`config.mk`:
```
export PLATFORM = sky130hd
export DESIGN_NAME = dock_insn_queue
export DESIGN_NICKNAME = d
export VERILOG_FILES = /design/src/rtl/dock_insn_queue.sv
export SDC_FILE = /design/constraint.sdc
export NUM_CORES = 1
export LEC_CHECK = 0
export BUFFER_PORTS_ARGS = -buffer_cell sky130_fd_sc_hd__buf_2
export CAP_MARGIN = 10
export CORE_MARGIN = 8
export CORE_UTILIZATION = 59
export CTS_BUF_LIST = sky130_fd_sc_hd__clkbuf_16
export CTS_CLUSTER_SIZE = 40
export DETAILED_ROUTE_END_ITERATION = 6
export PLACE_DENSITY_LB_ADDON = 0.05
export SYNTH_ARGS = -nofsm -noshare
export SYNTH_HDL_FRONTEND = slang
export SYNTH_SLANG_ARGS = --single-unit
```
`constraint.sdc`:
```
create_clock -name clk -period 5.9 [get_ports clk]
set_clock_uncertainty 0.15 [all_clocks]
set_input_delay 1.18 -clock clk [delete_from_list [all_inputs] [get_ports clk]]
set_output_delay 1.18 -clock clk [all_outputs]
set_load 0.005 [all_outputs]
```
`src/rtl/dock_insn_queue.sv`:
```
module dock_insn_queue #(
  parameter int DEPTH = 4
) (
  input  logic        clk,
  input  logic        rst,
  input  logic        in_valid,
  output logic        in_ready,
  input  logic [25:0] in_insn,
  output logic        ex_valid,
  input  logic        ex_ready,
  output logic [25:0] ex_insn,
  output logic        ex_kill,
  input  logic        ex_reloop,
  output logic        ex_accept
);
  localparam int IW = 26;
  localparam int PW = (DEPTH > 1) ? $clog2(DEPTH) : 1;
  localparam int CW = $clog2(DEPTH + 1);

  logic [IW-1:0] ih_q, od_q;
  logic          ih_v, od_v, od_kill;
  logic [IW-1:0] mem [DEPTH];
  logic [PW-1:0] hd, tl;
  logic [CW-1:0] cnt;

  function automatic logic [PW-1:0] nxt(input logic [PW-1:0] p);
    return (p == PW'(DEPTH - 1)) ? '0 : p + 1'b1;
  endfunction

  wire ih_ctl  = ih_q[21:18] == 4'b0001;
  wire ih_int  = ih_v && ih_ctl && ih_q[17:16] == 2'b00;
  wire ih_mas  = ih_v && ih_ctl && ih_q[17:16] == 2'b01;
  wire ih_unc  = ih_v && ih_ctl && ih_q[17:16] == 2'b11;
  wire od_clog = od_v && od_q[21:16] == 6'b000110;
  wire od_im   = od_v && od_q[25] && !od_clog && !od_kill;
  wire int_hit = ih_int && od_im;
  wire mas_hit = ih_mas && od_im;
  wire unc_hit = ih_unc && od_clog;
  wire full    = cnt == CW'(DEPTH);

  assign in_ready  = !ih_v;
  assign ex_valid  = od_v && !od_clog && !int_hit && !mas_hit;
  assign ex_insn   = od_q;
  assign ex_kill   = od_kill;
  assign ex_accept = ex_valid && ex_ready && !(ex_reloop && full);

  wire wb      = ex_accept && ex_reloop;
  wire pop     = !od_v && cnt != '0;
  wire push_ih = ih_v && !ih_int && !ih_mas && !ih_unc && !full && !wb;
  wire push    = push_ih || wb;

  always_ff @(posedge clk) begin
    if (rst || mas_hit) begin
      ih_v    <= 1'b0;
      od_v    <= 1'b0;
      od_kill <= 1'b0;
      hd      <= '0;
      tl      <= '0;
      cnt     <= '0;
    end else begin
      if (in_valid && in_ready) begin
        ih_v <= 1'b1;
        ih_q <= in_insn;
      end else if (push_ih || int_hit || unc_hit) begin
        ih_v <= 1'b0;
      end
      if (pop) begin
        od_v    <= 1'b1;
        od_q    <= mem[hd];
        od_kill <= 1'b0;
        hd      <= nxt(hd);
      end else if (ex_accept || unc_hit) begin
        od_v    <= 1'b0;
        od_kill <= 1'b0;
      end else if (int_hit) begin
        od_kill <= 1'b1;
      end
      if (push) tl <= nxt(tl);
      cnt <= cnt + CW'(push) - CW'(pop);
    end
  end

  always_ff @(posedge clk) begin
    if (push_ih)  mem[tl] <= ih_q;
    else if (wb)  mem[tl] <= od_q;
  end

  p_reset_empty_r1: assert property (@(posedge clk)
    rst |=> (in_ready && !ex_valid));
  p_single_slot_r2: assert property (@(posedge clk) disable iff (rst)
    (in_valid && in_ready) |=> !in_ready);
  p_hold_head_r4: assert property (@(posedge clk) disable iff (rst)
    (ex_valid && !ex_accept) |=> $stable(ex_insn));
  p_kill_sticky_r5: assert property (@(posedge clk) disable iff (rst)
    (ex_valid && ex_kill && !ex_accept) |=> ex_kill);
  p_flush_r6: assert property (@(posedge clk) disable iff (rst)
    mas_hit |=> (cnt == '0 && !ex_valid && in_ready));
  p_no_overflow_r10: assert property (@(posedge clk) disable iff (rst)
    cnt <= CW'(DEPTH));
endmodule

```
==> After elaboration in Yosys (flattened, before gate mapping) <==
Memories as Yosys holds them, arrays and structs flattened. A register that Yosys moved wholly into a read port is not among the register bits.
Cells that the tools add are included.
{ "word_totals": {"reg_bits": 36, "ram_bits": 104, "input_bits": 31, "out_inout_bits": 30, "elab_cells": 82, "mem_count": 1} }
{ "op_classes": {"add_sub_neg": 4, "n_eq_ne": 7, "muxes": 12, "bitwise_logic": 2, "n_reduce_logical": 49} }
{ "memory_table": {"columns": ["memory", "words", "width", "read_ports", "rd_ports_with_merged_regs", "wr", "line", "rtl"], "rows": [
  ["mem", 4, 26, 1, 1, 1, "22", "logic [IW-1:0] mem [DEPTH];"]
]} }
{ "ops": {"columns": ["operator", "n"], "rows": [
  ["26-bit 2-to-1 mux", 1],
  ["1-bit logical AND", 25],
  ["1-bit logical NOT", 12],
  ["1-bit 2-to-1 mux", 9],
  ["2-bit equality test (second input constant)", 3],
  ["6-bit by 3-bit equality test with 1-bit output (second input constant)", 1],
  ["1-bit logical OR", 5],
  ["2-bit by 1-bit adder with 2-bit output (second input constant)", 2],
  ["4-bit by 1-bit equality test with 1-bit output (second input constant)", 1],
  ["2-bit 2-to-1 mux", 2],
  ["2-bit AND reduction", 2],
  ["2-bit nonzero test", 2],
  ["3-bit by 1-bit adder with 3-bit output", 1],
  ["3-bit equality test (second input constant)", 1],
  ["3-bit nonzero test", 1],
  ["3-bit OR reduction", 1],
  ["3-bit by 1-bit subtractor with 3-bit output", 1],
  ["2-bit by 1-bit equality test with 1-bit output (second input constant)", 1],
  ["2-bit logical NOT", 1],
  ["1-bit NOT", 1],
  ["1-bit bitwise OR", 1]
]} }

==> Depth between registers and ports, before layout <==
Gate-level depths: netlist (run 1).
{ "logic_depth": {"ltp_word": 18, "depth_mapped": 11, "mapped_depth_nobuf": 11} }

==> Least setup slack after synthesis (run 1) <==
Ideal clock, no wire load.
{ "synth_path": {"kind": "input port to flip-flop", "startpoint": "in ex_reloop", "endpoint": "mem mem[0][0], enable pin", "t_arrival_ps": 2718, "required_time_ps": 5338, "path_slack_ps": 2620, "stages": 3, "n_path_buf": 0, "path_cell_list": "and3_4 a31oi_4 nor2b_1"} }
{ "synth_between": {"elab_chain_len": 9, "word_cells_on_any_way": 12, "classes_between": "mux (5); bitwise (1); reduce/logical (6)"} }
{ "synth_lines": {"columns": ["item", "line", "rtl"], "rows": [
  ["start: declaration", "13", "input logic ex_reloop,"],
  ["1-bit logical AND", "45", "assign ex_accept = ex_valid && ex_ready && !(ex_reloop && full);"],
  ["1-bit logical NOT", "45", null],
  ["1-bit logical AND", "45", null],
  ["1-bit logical AND (*)", "47", "wire wb = ex_accept && ex_reloop;"],
  ["1-bit logical NOT", "49", "wire push_ih = ih_v && !ih_int && !ih_mas && !ih_unc && !full && !wb;"],
  ["1-bit logical AND", "49", null],
  ["1-bit 2-to-1 mux", "84", "if (push_ih) mem[tl] <= ih_q;"],
  ["1-bit 2-to-1 mux, on equally long branches", "84, 85", null],
  ["1-bit bitwise OR (no source line) (*)", null, null],
  ["end: declaration", "22", null]
]} }
Every way passes the cells marked *; elsewhere a longest branch is shown, timed or not.

==> Worst setup path in the final report (run 1) <==
{ "layout_path": {"startpoint": "reg ih_q[19]", "endpoint": "out ex_accept"} }
{ "layout_between": {"elab_chain_len": 9, "word_cells_on_any_way": 12, "classes_between": "eq/ne (1); reduce/logical (11)"} }
{ "layout_lines": {"columns": ["item", "line", "rtl"], "rows": [
  ["start: declaration", "20", "logic [IW-1:0] ih_q, od_q;"],
  ["start signal: assignment", "63", "ih_q <= in_insn;"],
  ["4-bit by 1-bit equality test with 1-bit output (*)", "30", "wire ih_ctl = ih_q[21:18] == 4'b0001;"],
  ["1-bit logical AND (*)", "31, 32", null],
  ["1-bit logical AND", "31", "wire ih_int = ih_v && ih_ctl && ih_q[17:16] == 2'b00;"],
  ["1-bit logical AND", "36", "wire int_hit = ih_int && od_im;"],
  ["1-bit logical NOT", "42", "assign ex_valid = od_v && !od_clog && !int_hit && !mas_hit;"],
  ["1-bit logical AND", "42", null],
  ["1-bit logical AND (*)", "42", null],
  ["1-bit logical AND (*) (2 in a row)", "45", null],
  ["end: declaration", "14", "output logic ex_accept"]
]} }
Marks and branches as above.

==> results of run 1 <==
worst paths after layout:
kind	slack, ns	startpoint	endpoint
setup reg to reg	2.84	ih_q[19]	cnt[2]
hold reg to reg	0.35	ex_kill	ex_kill
hold / removal	0.35	ex_kill	ex_kill
setup / recovery	2.61	ih_q[19]	ex_accept
flip-flops by register name, indices dropped and copies added, names as in the netlist:
register,flops
ih_q,26
od_v,1
ex_kill,1
ih_v,1
cnt,3
mem,104
tl,2
ex_insn,26
hd,2
synthesized netlist by cell type (4+ instances only):
library cell  number
nor2b_1            5
mux2_1             7
nor2_1             9
mux2_2            19
edfxtp_1         156
ha_1               7
inv_1              9
dfxtp_1           10
clkbuf_1           4
mux4_2            26
stage by stage:
stage               cell area (um^2)  utilization (%)  instances  power, mW
floorplan                       6422                -        303      2.079
global placement                6900            64.22        499      2.278
detailed placement              6900            64.22        499      2.290
CTS                             7473            69.55        531      3.359
global route                    7473            69.55        531      3.472
finish                          7473            69.55        531      3.316
layout make-up:
cell class	instances	share of cell area (%)
Sequential cell	166	65.38
Multi-Input combinational cell	118	19.54
Clock buffer	17	5.692
Timing Repair Buffer	66	4.621
Tap cell	140	2.344
Clock inverter	15	1.976
Inverter	9	0.4520
critical path, stage by stage (launching register included):
cell	delay, ns
edfxtp_1	0.45
nor4b_4	0.48
and2_0	0.37
nor3_1	0.10
buf_2	0.14
power by group through the flow:
stage          clock network (mW)  registers, mW  logic (mW)
2_1_floorplan                   0           1.60       0.482
3_3_place_gp                    0           1.68       0.599
3_5_place_dp                    0           1.68       0.607
4_1_cts                      1.09           1.66       0.613
5_1_grt                      1.13           1.68       0.661
6_report                     1.07           1.65       0.601
layer usage:
metal / vias up / track usage [%] / share of wire (%)
li1: 1390 / - / -
met1: 1574 / 22.65 / 45
met2: 78 / 24.97 / 49
met3: 13 / 4.429 / 4.5
met4: 0 / 7.806 / 1.6
met5: - / 0 / 0
cells by family after synthesis:
logic type / count (synthesis)
buffers and inverters: 19
and+or+nand+nor: 34
xor gates and xnor gates: 2
AOI/OAI and AO/OA: 19
adders and majority gates: 8
muxes: 55
DFF: 166
==> metrics, run 1 <==
outcome=completed; Final Setup Violations=0; Max-Cap Viols=0; synthesized cell area=roughly 6400 um^2; Yosys cell types=46; clk root buf=clkbuf_16; DRT iter0 DRCs=197; Int Pwr=around 2.5 mW; Synth Flop Type=edfxtp_1; final net count=417; synth top area cells=edfxtp_1 (73%), mux4_2 (9.1%), mux2_2 (3.3%); post-synth top area cell=edfxtp_1; WHS Path Cells=2; leading cell type in the layout, fill and taps excluded=edfxtp_1; GR Overflow Total=0; CTS resizes=0; TritonCTS clock tree=yes; worst hold slack=0.3529 ns; Storage cell area=4886 um^2; Total Routed Length=11270 um; Post-synth EDFFs=between 150 and 200; initial antenna violation count=0; Crit path arrival time=1.96 ns; layout cells sized above 1=39.39%; sequential area share after synthesis=between 70% and 80%; vias in the first global route=between 3000 and 4000; post-CTS setup buffer count=0; P&R area growth vs syn=16.36%; die height=120.3 um; number of buffers on the longest clock path=2; startpoint types=register; fraction of the mapped netlist area in adder cells=approximately 1.7%; Tcrit/Tclk final=a little under three fifths; mean post-synth cell area=21.20 um^2; Final Hold Vio Count=0; commonest non-fill, non-tap cells in the layout=edfxtp_1 (156), buf_2 (60), mux4_2 (26), mux2_2 (19), clkbuf_16 (17); core footprint=about 11000 um^2; Cells after Synth=a little over 300; mux contribution to synthesized area=between 10% and 20%; # IOs=around 60; via count=~3000; Worst VDD drop=0.2646 mV; DR vias/cell=5.753; largest family of logic cells by synthesized area=multiplexers; CP max FO=6; final worst setup slack=between 2 and 3 ns; RSZ-0062 raised after global routing=false; Compound-Gate Fraction of Synth Area=roughly 2.8%; antenna cells=0; Final min period=~3.3 ns; hold_buf cts=0; #FFs+latches synth=between 150 and 200; FMAX=around 300 MHz; gpl congestion=roughly 0.77; proportion of power drawn by flip-flops and latches=about 50%; dpl ws=~2.5 ns; syn_nets=~340; post-DP HPWL=between 6000 and 7000 um; first-pass GRT wire length=approximately 18000 um; Net Sw Frac=around 25%; Final Max Tran Viols=0; Post-DRT Antenna Nets=0; largest net degree at the start of global routing=30; Synth async-reset ratio=0%; Clock transition at path regs=0.06 ns; worst hold path class=register to register; total negative setup slack=0 ns; starting density of the core=59.77%; Post-Synth Simple-Gate Area=around 3.5%; clock sinks=166; DRT Pass-1 Iters=4; area taken by multi-input logic gates=about 1500 um^2; cts bufs inserted=17; IO buf count=60; measured slew at the worst slew-check pin=1.037 ns; Comb pwr share=a little under a fifth; FILL cells=between 600 and 700; worst-skew pair later-pin latency=0.42 ns; net switching power=about 830 uW; Core Rows=38; Die X-Extent=around 120 um; XOR/XNOR share of the synthesized area=0.2727%; Power Dens Cells=443.7 nW/um^2; slew margin rel.=a little under a third; CP required=4.57 ns; R2R depth=11; DR WL/cell=about 21 um; clock share of power=approximately 32%; H-tree Lvls=4; detailed-route DRC error count=0; Leak=between 2 and 3 nW; Yosys warnings=0; WS Path Type=register to primary output; crit end category=primary output; GRT Util Overall=16.71%; DIE AREA=between 10000 and 15000 um^2; Yosys top cell area share=72.94%
Note: power is estimated with default switching activity, not from simulation.
==> run 2: changes to the inputs <==
Settings changed: CORE_UTILIZATION 59 to 58.
Clock period 5.9 ns to 3.1 ns, I/O delays scaled along.
==> metrics, run 2 (same netlist as run 1, synthesis figures left out) <==
cts bufs inserted=17 (unchanged); gpl congestion=0.8346 (+7.8%); CP max stage delay=0.43 ns (-0.05 ns); Crit-path slowest cell=edfxtp_1; via count=3167 (+3.7%); Top reg by flops=mem; clock share of power=31.8% (-0.3 points); initial antenna violation count=0 (unchanged); Largest register FFs=104 (unchanged); proportion of power drawn by flip-flops and latches=47.2% (-2.6 points); outcome=completed; worst hold path class=input pin to register; Post-DRT Antenna Nets=0 (unchanged); CP max FO=7 (+1); buffers plus inverters on the worst setup path=2 (+1); worst hold slack=0.2338 ns (-0.1191 ns); die height=121.2 um (+0.74%); Comb pwr share=21.0% (+2.9 points); DIE AREA=14700 um^2 (+1.5%); hold_buf cts=0 (unchanged); Leak=2.611 nW (+1.8%); Max-Cap Viols=0 (unchanged); post-CTS setup buffer count=0 (unchanged); number of buffers on the longest clock path=2 (unchanged); reg-to-reg startpoint=ih_q[20]; Final Hold Vio Count=0 (unchanged); H-tree Lvls=4 (unchanged); WS Path Type=register to register; DP Area=6955 um^2 (+0.80%); first-pass GRT wire length=18680 um (+5.0%); Core Util, Final=69.82% (+0.27 points); measured slew at the worst slew-check pin=0.5937 ns (-0.4436 ns); total negative setup slack=0 ns (unchanged); TritonCTS clock tree=yes; Tcrit/Tclk final=between 90% and 100%; Top Family by Delay on Critical Path=adder cells; worst-skew pair later-pin latency=0.41 ns (about the same); DRT iter0 DRCs=266 (+35%); Core Rows=38 (unchanged); Final min period=approximately 3 ns; Clock transition at path regs=0.06 ns (about the same); Final Setup Violations=0 (unchanged); CP required=3.23 ns (-1.34 ns); crit end category=register; net switching power=1.624 mW (+95%); core footprint=10840 um^2 (+0.89%); DR vias/cell=5.865 (+1.9%); # IOs=61 (unchanged); layout cells sized above 1=41.00% (+1.6 points); DRT Pass-1 Iters=4 (unchanged); critical path, cell by cell=nor4b_4, nand2_2, a31oi_4, ha_1, inv_1, ha_1, inv_1, fa_1, xor2_1, xnor2_1, nor2_1; CTS resizes=0 (unchanged); worst setup path startpoint=ih_q[20]; Power Dens Cells=844.3 nW/um^2 (+90%); post-DP HPWL=7173 um (+5.5%); Worst VDD drop=0.8409 mV (+220%); clock sinks=166 (unchanged); startpoint types=register; Pwr Total=6.390 mW (+93%); Net Sw Frac=25.41% (+0.31 points); P&R area growth vs syn=17.85%; Final Max Tran Viols=0 (unchanged); detailed-route DRC error count=0 (unchanged); DR WL/cell=22.15 um (+4.4%); Int Pwr=4.766 mW (+92%); clk root buf=clkbuf_16; FMAX=between 300 and 400 MHz; antenna cells=0 (unchanged); IO buf count=60 (unchanged); GRT Util Overall=17.30% (+0.59 points); Die X-Extent=121.2 um (+0.74%); largest net degree at the start of global routing=30 (unchanged); slew margin rel.=60.42% (+30 points); GR Overflow Total=0 (unchanged); starting density of the core=59.25% (-0.52 points); final net count=426 (+2.2%); final instance area=7569 um^2 (+1.3%); leading cell type in the layout, fill and taps excluded=edfxtp_1; Crit path arrival time=3.05 ns (+1.09 ns); Total Routed Length=11960 um (+6.1%); commonest non-fill, non-tap cells in the layout=edfxtp_1 (156), buf_2 (60), mux4_2 (26), mux2_2 (19), clkbuf_16 (17); vias in the first global route=3362 (+7.3%); Worst Hold Launch=in_insn[8]
## run 2: cell count changes in the layout (fill, tap and decap cells not counted)
cell        delta
buf_4          +7
buf_12         +2
clkinvlp_4     +2
clkinv_1       -1
clkinv_4       -1
## run 2: routing by layer
metal	wire (um)	vias to the layer above	global-route usage (%)
li1	-	1405	-
met1	5023	1645	22.31
met2	5987	103	27.77
met3	792	14	4.607
met4	157	0	6.399
met5	0	-	0
## run 2: through the flow
step | worst slack, ns | cells
after floorplan | 0.2186 | 303
after global placement | 0.2089 | 503
after detailed placement | 0.1387 | 503
after CTS | 0.1012 | 535
after global routing | -0.01258 | 540
final | 0.1813 | 540
## run 2: power groups by stage
stage / registers, mW / logic [mW] / clock network [mW]
2_1_floorplan: 3.04 / 0.917 / 0
3_3_place_gp: 3.05 / 1.31 / 0
3_5_place_dp: 3.06 / 1.34 / 0
4_1_cts: 3.02 / 1.35 / 2.07
5_1_grt: 3.05 / 1.47 / 2.15
6_report: 3.01 / 1.34 / 2.04
## run 2: cell type report
cell class                      count  area, um^2
Multi-Input combinational cell    118        1460
Timing Repair Buffer               75       437.9
Sequential cell                   166        4886
Fill cell                         694        3272
Clock inverter                     15       150.1
Tap cell                          140       175.2
Inverter                            9       33.78
Clock buffer                       17       425.4
## run 2: worst paths after layout
kind	endpoint	slack (ns)	depth (start not counted)
worst min-delay path	ih_q[8]	0.23	1
worst max-delay path	cnt[2]	0.18	11
worst max register to register	cnt[2]	0.18	11
worst min register to register	ex_kill	0.38	2
==> run 3: changes to the inputs <==
Settings changed: CELL_PAD_IN_SITES_DETAIL_PLACEMENT set to 2, CELL_PAD_IN_SITES_GLOBAL_PLACEMENT set to 2, CORE_UTILIZATION 58 to 45.
Clock period 3.1 ns to 2.8 ns, I/O delays scaled along.
==> metrics, run 3 (same netlist as run 1, synthesis figures left out) <==
CP required=2.97 ns (-0.26 ns); Post-DRT Antenna Nets=0 (unchanged); Clock transition at path regs=0.07 ns (about the same); DR WL/cell=27.04 um (+22%); initial antenna violation count=0 (unchanged); Crit path arrival time=2.89 ns (-0.16 ns); DIE AREA=18350 um^2 (+25%); gpl congestion=0.7216 (-14%); worst hold slack=0.1623 ns (-0.07145 ns); outcome=completed; number of buffers on the longest clock path=2 (unchanged); DR vias/cell=5.530 (-5.7%); core footprint=13930 um^2 (+29%); detailed-route DRC error count=0 (unchanged); TritonCTS clock tree=yes; vias in the first global route=3702 (+10%); DRT iter0 DRCs=174 (-35%); Final min period=2.727 ns (-0.1913 ns); via count=3257 (+2.8%); Crit-path slowest cell=edfxtp_1; CP max FO=4 (-3); most used cell, CP=ha_4; clk root buf=clkbuf_16; H-tree Lvls=4 (unchanged); Core Rows=43 (+13%); Cells after DPL=551 (+9.5%); WS Path Type=register to register; antenna cells=0 (unchanged); total negative setup slack=0 ns (unchanged); dpl ws=0.02819 ns (-0.1105 ns); FMAX=366.6 MHz (+7.0%); GR Overflow Total=0 (unchanged); P&R area growth vs syn=21.51%; Final Max Tran Viols=0 (unchanged); Power Dens Cells=969.3 nW/um^2 (+15%); Worst VDD drop=0.4456 mV (-47%); IO buf count=60 (unchanged); worst hold path class=input pin to register; final worst setup slack=0.07253 ns (-0.1087 ns); Top reg by flops=mem; non-filler cells, final=589 (+9.1%); Die X-Extent=135.5 um (+12%); measured slew at the worst slew-check pin=0.9485 ns (+0.3549 ns); final instance area=7804 um^2 (+3.1%); largest net degree at the start of global routing=30 (unchanged); commonest non-fill, non-tap cells in the layout=edfxtp_1 (156), buf_2 (60), mux4_2 (26), buf_4 (22), mux2_2 (19); # IOs=61 (unchanged); post-DP HPWL=9827 um (+37%); Leak=2.693 nW (+3.2%); layout cells sized above 1=44.99% (+4.0 points); GRT Util Overall=18.30% (+1.0 points); CP max stage delay=0.44 ns (about the same); starting density of the core=46.09% (-13 points); RSZ-0062 raised after global routing=true; DRT Pass-1 Iters=4 (unchanged); Final Setup Violations=0 (unchanged); Tcrit/Tclk final=97.41% (+3.3 points); clock sinks=166 (unchanged); worst-skew pair later-pin latency=0.42 ns (about the same); Core Util, Final=56.00% (-14 points); Pwr Total=7.564 mW (+18%); Final Hold Vio Count=0 (unchanged); Largest register FFs=104 (unchanged); crit end category=register; leading cell type in the layout, fill and taps excluded=edfxtp_1; DP Area=7071 um^2 (+1.7%); slew margin rel.=36.61% (-24 points); cts bufs inserted=17 (unchanged); final net count=435 (+2.1%); Max-Cap Viols=0 (unchanged); first-pass GRT wire length=23930 um (+28%); startpoint types=register; Total Routed Length=15930 um (+33%); critical path, cell by cell=nor4b_4, buf_4, nand2_4, a31oi_4, ha_4, inv_4, ha_4, inv_2, fa_2, xor2_1, xnor2_1, nor2_1; die height=135.5 um (+12%)
-- run 3: path summary, 6_finish.rpt --
kind	start	end	slack (ns)	cells after the start
min	in_insn[24]	ih_q[24]	0.16	1
max reg2reg	ih_q[19]	cnt[2]	0.07	12
min reg2reg	ex_kill	ex_kill	0.37	2
max	ih_q[19]	cnt[2]	0.07	12
-- run 3: worst max-delay path, delay by kind of cell, from the launching register on --
kind / cells / cell delay, ns
fa+ha+maj: 3 / 0.70
simple gates: 3 / 0.50
flops: 1 / 0.44
xor+xnor: 2 / 0.33
buf+inv: 3 / 0.28
compound gates: 1 / 0.22
-- run 3: final cells by class --
| class | instances | area (um^2) |
|---|---|---|
| fillers | 1181 | 6131 |
| flip-flops and latches | 166 | 4886 |
| multi-input cells | 118 | 1524 |
| repair buffers | 84 | 505.5 |
| clock buffers | 17 | 425.4 |
| well taps | 180 | 225.2 |
| clock inverters | 15 | 201.4 |
| inverters | 9 | 36.28 |
-- run 3: timing repair --
item / 4_1_cts / 5_1_grt
pin swaps: 4 / 6
buffers inserted: 3 / 4
hold buffers: 0 / 0
resized for setup: 6 / 7
endpoints found under the setup margin: 73 / 2
-- run 3: routing by layer --
metal / routed length (um) / global-route usage [%]
met1: 6575 / 22.48
met2: 8429 / 31.03
met3: 559 / 3.561
met4: 363 / 7.711
met5: 0 / 0
-- run 3: where the power goes --
group          leakage (nW)  internal [mW]  switching (mW)
registers              1.51           3.19           0.181
logic                 0.882          0.795           0.910
clock network         0.302           1.50           0.985
total                  2.69           5.49            2.08
